### src/rtl/aead_seq_pkg.sv
package aead_seq_pkg;
    typedef enum logic [2:0] {
        ST_IDLE,
        ST_AD,
        ST_PL,
        ST_TAG,
        ST_WRAP
    } seq_state_e;
endpackage

### src/rtl/aead_be_unit.sv
module aead_be_unit #(
    parameter int DATA_W = 128,
    localparam int BE_W  = DATA_W / 8
) (
    input  logic [DATA_W-1:0] word_i,
    input  logic [BE_W-1:0]   be_i,
    output logic [DATA_W-1:0] masked_o,
    output logic              contig_o
);
    logic [BE_W-1:0] be_inc;

    // Clear every byte lane whose enable is low
    for (genvar g = 0; g < BE_W; g++) begin : g_lane
        assign masked_o[8*g +: 8] = be_i[g] ? word_i[8*g +: 8] : 8'h00;
    end

    // A run of ones from bit 0 has no overlap with its successor
    assign be_inc   = be_i + {{(BE_W-1){1'b0}}, 1'b1};
    assign contig_o = ((be_i & be_inc) == '0);
endmodule

### src/rtl/aead_seq_ctrl.sv
module aead_seq_ctrl
    import aead_seq_pkg::*;
#(
    parameter int KEY_W   = 256,
    parameter int NONCE_W = 96
) (
    input  logic               clk,
    input  logic               rst_n,
    input  logic               cfg_valid,
    input  logic               cfg_decrypt,
    input  logic               cfg_bypass,
    input  logic [KEY_W-1:0]   cfg_key,
    input  logic [NONCE_W-1:0] cfg_nonce,
    input  logic               in_valid,
    input  logic               ad_last,
    input  logic               pl_last,
    input  logic               be_contig,
    input  logic               ks_grant,
    input  logic               mac_valid,
    output logic               cfg_ready,
    output logic               ad_ready,
    output logic               pl_ready,
    output logic               ks_req,
    output logic               mac_req,
    output logic               ad_take,
    output logic               pl_take,
    output logic               tag_take,
    output logic [KEY_W-1:0]   run_key,
    output logic [NONCE_W-1:0] run_nonce,
    output logic               run_decrypt,
    output logic               proto_err
);
    typedef struct packed {
        seq_state_e         state;
        logic               bypass;
        logic               decrypt;
        logic [KEY_W-1:0]   key;
        logic [NONCE_W-1:0] nonce;
        logic               err;
    } ctrl_t;

    ctrl_t ctl_d, ctl_q;

    always_comb begin
        cfg_ready = (ctl_q.state == ST_IDLE);
        ad_ready  = (ctl_q.state == ST_AD);
        pl_ready  = (ctl_q.state == ST_PL) && (ctl_q.bypass || ks_grant);
        ks_req    = (ctl_q.state == ST_PL) && !ctl_q.bypass;
        mac_req   = (ctl_q.state == ST_TAG);
        ad_take   = ad_ready && in_valid;
        pl_take   = pl_ready && in_valid;
        tag_take  = mac_req && mac_valid;

        ctl_d = ctl_q;
        if ((ad_take || pl_take) && !be_contig) begin
            ctl_d.err = 1'b1;
        end
        unique case (ctl_q.state)
            ST_IDLE: begin
                if (cfg_valid) begin
                    ctl_d.state   = ST_AD;
                    ctl_d.bypass  = cfg_bypass;
                    ctl_d.decrypt = cfg_decrypt;
                    ctl_d.key     = cfg_key;
                    ctl_d.nonce   = cfg_nonce;
                    ctl_d.err     = 1'b0;
                end
            end
            ST_AD: begin
                if (ad_take && ad_last) begin
                    ctl_d.state = ST_PL;
                end
            end
            ST_PL: begin
                if (pl_take && pl_last) begin
                    ctl_d.state = ctl_q.bypass ? ST_WRAP : ST_TAG;
                end
            end
            ST_TAG: begin
                if (tag_take) begin
                    ctl_d.state = ST_WRAP;
                end
            end
            default: begin
                ctl_d.state = ST_IDLE;
            end
        endcase
    end

    always_ff @(posedge clk) begin
        if (!rst_n) begin
            ctl_q <= '{state: ST_IDLE, bypass: 1'b0, decrypt: 1'b0,
                       key: '0, nonce: '0, err: 1'b0};
        end else begin
            ctl_q <= ctl_d;
        end
    end

    assign run_key     = ctl_q.key;
    assign run_nonce   = ctl_q.nonce;
    assign run_decrypt = ctl_q.decrypt;
    assign proto_err   = ctl_q.err;

    AST_SETUP_BUSY: assert property (@(posedge clk) disable iff (!rst_n)
        (cfg_valid && cfg_ready) |=> (!cfg_ready && ad_ready && !proto_err));

    AST_AD_BEFORE_PL: assert property (@(posedge clk) disable iff (!rst_n)
        ((ctl_q.state == ST_PL) && ($past(ctl_q.state) != ST_PL))
            |-> $past(ad_take && ad_last));

    AST_BYPASS_NO_MAC: assert property (@(posedge clk) disable iff (!rst_n)
        ctl_q.bypass |-> !mac_req);

    AST_ERR_STICKY: assert property (@(posedge clk) disable iff (!rst_n)
        (proto_err && !(cfg_valid && cfg_ready)) |=> proto_err);
endmodule

### src/rtl/aead_out_stage.sv
module aead_out_stage #(
    parameter int DATA_W = 128,
    localparam int BE_W  = DATA_W / 8
) (
    input  logic              clk,
    input  logic              rst_n,
    input  logic              ad_take,
    input  logic              pl_take,
    input  logic              ad_last,
    input  logic              pl_last,
    input  logic              tag_take,
    input  logic [BE_W-1:0]   be_i,
    input  logic [DATA_W-1:0] data_i,
    input  logic [DATA_W-1:0] tag_i,
    output logic              ad_out_valid,
    output logic              ad_out_last,
    output logic              pl_out_valid,
    output logic              pl_out_last,
    output logic [BE_W-1:0]   out_be,
    output logic [DATA_W-1:0] out_data,
    output logic              tag_valid,
    output logic [DATA_W-1:0] tag_out
);
    typedef struct packed {
        logic              ad_v;
        logic              ad_l;
        logic              pl_v;
        logic              pl_l;
        logic [BE_W-1:0]   be;
        logic [DATA_W-1:0] data;
        logic              tag_v;
        logic [DATA_W-1:0] tag;
    } out_t;

    out_t out_d, out_q;

    always_comb begin
        out_d       = out_q;
        out_d.ad_v  = ad_take;
        out_d.ad_l  = ad_take && ad_last;
        out_d.pl_v  = pl_take;
        out_d.pl_l  = pl_take && pl_last;
        out_d.tag_v = tag_take;
        if (ad_take || pl_take) begin
            out_d.be   = be_i;
            out_d.data = data_i;
        end
        if (tag_take) begin
            out_d.tag = tag_i;
        end
    end

    always_ff @(posedge clk) begin
        if (!rst_n) begin
            out_q <= '0;
        end else begin
            out_q <= out_d;
        end
    end

    assign ad_out_valid = out_q.ad_v;
    assign ad_out_last  = out_q.ad_l;
    assign pl_out_valid = out_q.pl_v;
    assign pl_out_last  = out_q.pl_l;
    assign out_be       = out_q.be;
    assign out_data     = out_q.data;
    assign tag_valid    = out_q.tag_v;
    assign tag_out      = out_q.tag;

    logic [DATA_W-1:0] lane_mask;
    for (genvar g = 0; g < BE_W; g++) begin : g_chk
        assign lane_mask[8*g +: 8] = {8{out_q.be[g]}};
    end

    AST_ONE_BEAT_KIND: assert property (@(posedge clk) disable iff (!rst_n)
        $onehot0({ad_out_valid, pl_out_valid, tag_valid}));

    AST_DEAD_BYTES_ZERO: assert property (@(posedge clk) disable iff (!rst_n)
        (ad_out_valid || pl_out_valid) |-> ((out_data & ~lane_mask) == '0));
endmodule

### src/rtl/aead_phase_seq.sv
module aead_phase_seq #(
    parameter int DATA_W  = 128,
    parameter int KEY_W   = 256,
    parameter int NONCE_W = 96,
    localparam int BE_W   = DATA_W / 8
) (
    input  logic               clk,
    input  logic               rst_n,
    output logic               cfg_ready,
    input  logic               cfg_valid,
    input  logic               cfg_decrypt,
    input  logic               cfg_bypass,
    input  logic [KEY_W-1:0]   cfg_key,
    input  logic [NONCE_W-1:0] cfg_nonce,
    output logic [KEY_W-1:0]   run_key,
    output logic [NONCE_W-1:0] run_nonce,
    output logic               run_decrypt,
    output logic               ad_ready,
    output logic               pl_ready,
    input  logic               in_valid,
    input  logic               ad_last,
    input  logic               pl_last,
    input  logic [BE_W-1:0]    in_be,
    input  logic [DATA_W-1:0]  in_data,
    output logic               ks_req,
    input  logic               ks_grant,
    input  logic [DATA_W-1:0]  ks_word,
    output logic               mac_req,
    input  logic               mac_valid,
    input  logic [DATA_W-1:0]  mac_tag,
    output logic               ad_out_valid,
    output logic               ad_out_last,
    output logic               pl_out_valid,
    output logic               pl_out_last,
    output logic [BE_W-1:0]    out_be,
    output logic [DATA_W-1:0]  out_data,
    output logic               tag_valid,
    output logic [DATA_W-1:0]  tag_out,
    output logic               proto_err
);
    logic              ad_take, pl_take, tag_take, be_contig;
    logic [DATA_W-1:0] word_sel, word_masked;

    // Keystream applies only while the payload phase runs in a cipher mode
    assign word_sel = ks_req ? (in_data ^ ks_word) : in_data;

    aead_be_unit #(.DATA_W(DATA_W)) i_be_unit (
        .word_i   (word_sel),
        .be_i     (in_be),
        .masked_o (word_masked),
        .contig_o (be_contig)
    );

    aead_seq_ctrl #(.KEY_W(KEY_W), .NONCE_W(NONCE_W)) i_ctrl (
        .clk         (clk),
        .rst_n       (rst_n),
        .cfg_valid   (cfg_valid),
        .cfg_decrypt (cfg_decrypt),
        .cfg_bypass  (cfg_bypass),
        .cfg_key     (cfg_key),
        .cfg_nonce   (cfg_nonce),
        .in_valid    (in_valid),
        .ad_last     (ad_last),
        .pl_last     (pl_last),
        .be_contig   (be_contig),
        .ks_grant    (ks_grant),
        .mac_valid   (mac_valid),
        .cfg_ready   (cfg_ready),
        .ad_ready    (ad_ready),
        .pl_ready    (pl_ready),
        .ks_req      (ks_req),
        .mac_req     (mac_req),
        .ad_take     (ad_take),
        .pl_take     (pl_take),
        .tag_take    (tag_take),
        .run_key     (run_key),
        .run_nonce   (run_nonce),
        .run_decrypt (run_decrypt),
        .proto_err   (proto_err)
    );

    aead_out_stage #(.DATA_W(DATA_W)) i_out (
        .clk          (clk),
        .rst_n        (rst_n),
        .ad_take      (ad_take),
        .pl_take      (pl_take),
        .ad_last      (ad_last),
        .pl_last      (pl_last),
        .tag_take     (tag_take),
        .be_i         (in_be),
        .data_i       (word_masked),
        .tag_i        (mac_tag),
        .ad_out_valid (ad_out_valid),
        .ad_out_last  (ad_out_last),
        .pl_out_valid (pl_out_valid),
        .pl_out_last  (pl_out_last),
        .out_be       (out_be),
        .out_data     (out_data),
        .tag_valid    (tag_valid),
        .tag_out      (tag_out)
    );

    AST_TAG_THEN_IDLE: assert property (@(posedge clk) disable iff (!rst_n)
        tag_valid |=> cfg_ready);

    AST_NO_BEAT_WHEN_IDLE: assert property (@(posedge clk) disable iff (!rst_n)
        cfg_ready |=> !(ad_out_valid || pl_out_valid));
endmodule

### config.mk
export PLATFORM = sky130hd
export DESIGN_NAME = aead_phase_seq
export DESIGN_NICKNAME = d
export VERILOG_FILES = /design/src/rtl/aead_seq_pkg.sv /design/src/rtl/aead_be_unit.sv /design/src/rtl/aead_seq_ctrl.sv /design/src/rtl/aead_out_stage.sv /design/src/rtl/aead_phase_seq.sv
export SDC_FILE = /design/constraint.sdc
export NUM_CORES = 1
export LEC_CHECK = 0
export ABC_AREA = 1
export BUFFER_PORTS_ARGS = -buffer_cell sky130_fd_sc_hd__buf_4
export CORE_AREA = 2 2 545 547
export DETAILED_ROUTE_END_ITERATION = 8
export DIE_AREA = 0 0 547 549
export SYNTH_ARGS = -nofsm -noshare
export SYNTH_HDL_FRONTEND = slang
export SYNTH_HIERARCHICAL = 1
export SYNTH_SLANG_ARGS = --single-unit
### constraint.sdc
create_clock -name clk -period 2.6 [get_ports clk]
set_clock_uncertainty 0.05 [all_clocks]
set_input_delay 0.52 -clock clk [delete_from_list [all_inputs] [get_ports clk]]
set_output_delay 0.52 -clock clk [all_outputs]
set_load 0.02 [all_outputs]
==> flow_metrics.tcl <==
set metrics [dict create \
    outcome "complete, no violations" \
    synth_warnings 6 \
    clkTransAtPathRegs_ns 0.06 \
    core_sq_mm 0.295 \
    post-route-period-util_pct 97.0 \
    post-place-cells 9380 \
    r2r_setup_slack_ns 0.24 \
    numCtsBuffers 87 \
    fin_crit_ns 2.52 \
    maxCapViolCount 0 \
    cp.arrival_ns 1.95 \
    startpoint_type "flip-flop" \
    ios 1398 \
    viasPerCell 3.38 \
    vias 34000 \
    dieArea_sq_mm 0.300 \
    ys_ff_latch 635 \
    power.density_mw_per_mm2 886 \
    critPathKind "flip-flop to output pin" \
    synth_top_area_cell "dfxtp_1" \
    critPathCaptureType "output pin" \
    ys_seq_area_share_pct 41.1 \
    dp_hpwl_um 167000 \
    cts.sinks 635 \
    drtIter0Drc 2787 \
    die-width_um 547 \
    synth_area_leaders "dfxtp_1, nand2_1, buf_4" \
    setup_slack_ns 0.0767 \
    syn_inst 4581 \
    ys.flop_type "dfxtp_1" \
    synth_edf_count 0 \
    row_count 200 \
    grt_overflow 0 \
    totalWireLength_um 209000 \
    slew-limit-headroom_pct 43.7 \
    synth_most_common_cell "nand2_1" \
    synth_area_sq_mm 0.0309 \
    fin_nets 6770 \
    drc 0 \
    wl_per_cell_um 20.8 \
    h-tree-depth 3 \
    setup_viol 0 \
    cts-root-buf "clkbuf_16" \
    grtUsageTotal_pct 13.3 \
    slew_violations 0 \
    synth_nets 5343 \
    grt_pass1_vias 32500 \
    peakVddDrop_mv 0.704 \
    reg2reg_depth 16 \
    tritoncts "done" \
    worst_pin_slew_ns 0.844 \
    gp_congestion 0.941 \
    pre_cts_ws_ns 0.234 \
    antenna_found_initial 84 \
    synth_top_cells_by_count "nand2_1, dfxtp_1, nor2_1" \
    synth.distinct_cells 27 \
    power.leakage_nw 24.9 \
    hold_viol 0 \
    async_flop_share_pct 0 \
    io_buffers 1397 \
    cts_max_path_buffers 4 \
    antenna_left 0 \
    critical_path.max_fanout 4 \
    r2r_end "i_out/out_data[6]" \
    fin_cells 10000 \
    startpoint "i_ctrl/ctl_q[356]" \
    grt_pass1_wl_um 275000 \
    min_path_type "primary input to flip-flop" \
    crit_required_ns 2.03 \
    clk_latency_ns 0.81 \
    fmax_ghz 0.396 \
    r2r_start "i_ctrl/ctl_q[356]" \
    cp-endpoint "ks_req" \
    grt_start_max_net_pins 130 \
    yosysTopAreaCellShare_pct 41.1 \
    drt_first_pass_iters 7 \
    synthToLayoutAreaGrowth_pct 65.5 \
    start_util_pct 10.5 \
    syn_area_per_cell_sq_um 6.75 \
    drive_gt1_share_pct 28.3 \
    fp.dieH_um 549 \
]
## per-stage QoR
| stage | setup TNS (ns) | hold WS, ns | area [sq um] | total power [mW] | util, % |
|---|---|---|---|---|---|
| after floorplan | 0 | 0.394 | 30900 | 24.3 | - |
| after global placement | 0 | 0.401 | 43100 | 31.1 | 14.6 |
| after detailed placement | 0 | 0.405 | 43100 | 31.2 | 14.6 |
| after CTS | -0.0778 | 0.000514 | 51000 | 46.0 | 17.3 |
| after global routing | -0.0309 | 0.0333 | 51100 | 48.2 | 17.3 |
| final | 0 | 0.0672 | 51200 | 45.3 | 17.3 |
## flip-flops by register name, summed over array words and instances (netlist names), 4 cells and up
signal / cells
i_ctrl/ctl_q: 4
i_ctrl/run_key: 256
i_ctrl/run_nonce: 96
i_out/out_be: 16
i_out/out_data: 128
i_out/tag_out: 128
## metal layers
metal | global-route usage (%) | vias up | routed length (um)
li1 | - | 16600 | -
met1 | 14.9 | 15500 | 81300
met2 | 20.7 | 1513 | 91300
met3 | 7.40 | 344 | 27400
met4 | 5.39 | 14 | 8820
met5 | 0 | - | 94
## cell type report
class | count | area, sq um
Fill cell | 33500 | 244000
Timing Repair Buffer | 1978 | 16500
Sequential cell | 635 | 12700
Multi-Input combinational cell | 2750 | 11800
Tap cell | 3939 | 4930
Clock buffer | 114 | 2420
Inverter | 554 | 2110
Clock inverter | 40 | 553
Antenna cell | 34 | 85.1
Timing Repair inverter | 2 | 17.5
## where the power goes
part | leakage (nW) | switching, mW | internal [mW] | total [mW]
Combinational | 18.3 | 12.7 | 7.14 | 19.8
Sequential | 5.19 | 1.07 | 11.6 | 12.7
Clock | 1.44 | 5.15 | 7.65 | 12.8
## worst min-delay path by stage
stage / start / to / slack (ns) / depth (start not counted)
6_report: cfg_key[254] / i_ctrl/run_key[254] / 0.07 / 3
5_1_grt: cfg_nonce[50] / i_ctrl/run_nonce[50] / 0.03 / 3
4_1_cts: cfg_key[254] / i_ctrl/run_key[254] / 0.0005 / 3
3_5_place_dp: i_ctrl/run_nonce[72] / i_ctrl/run_nonce[72] / 0.41 / 2
3_3_place_gp: i_ctrl/run_key[125] / i_ctrl/run_key[125] / 0.40 / 2
2_1_floorplan: i_ctrl/run_key[230] / i_ctrl/run_key[230] / 0.39 / 2
## cells by family after synthesis
group,after synthesis,synth area share (%)
AO/OA/AOI/OAI,494,8.01
buffers and inverters,1196,20.8
flip-flops,635,41.1
AND/OR/NAND/NOR,2256,30.0
## cells in the final DEF (no fill, tap or decap), drive strengths merged
master,Yosys,routed
dfxtp,635,635
bufbuf,0,4
nor3,2,2
o21ai,137,137
nor2,569,569
o31ai,1,1
buf,556,1514
inv,552,558
nor3b,1,1
diode,0,34
nand3,489,489
clkinvlp,0,9
a21oi,356,356
or2,1,1
bufinv,0,11
clkinv,2,18
nand2,1194,1194
clkbuf,86,115
dlygate4sd3,0,459
## worst max-delay path, cell delays in order (launching register included)
cell	delay [ns]
dfxtp_4	0.37
inv_2	0.05
nor2_4	0.11
nand2_4	0.08
nor2_4	0.11
buf_12	0.15
buf_16	0.13
buf_8	0.11
## repair_timing
action	in CTS	in global routing
pin swaps	1	2
hold buffers	459	0
gates resized for setup	18	7
endpoints found under the setup margin	3	79
setup buffers	9	4
cloned	6	1
hold endpoints to repair	459	0
(Power assumes the default switching activity.)
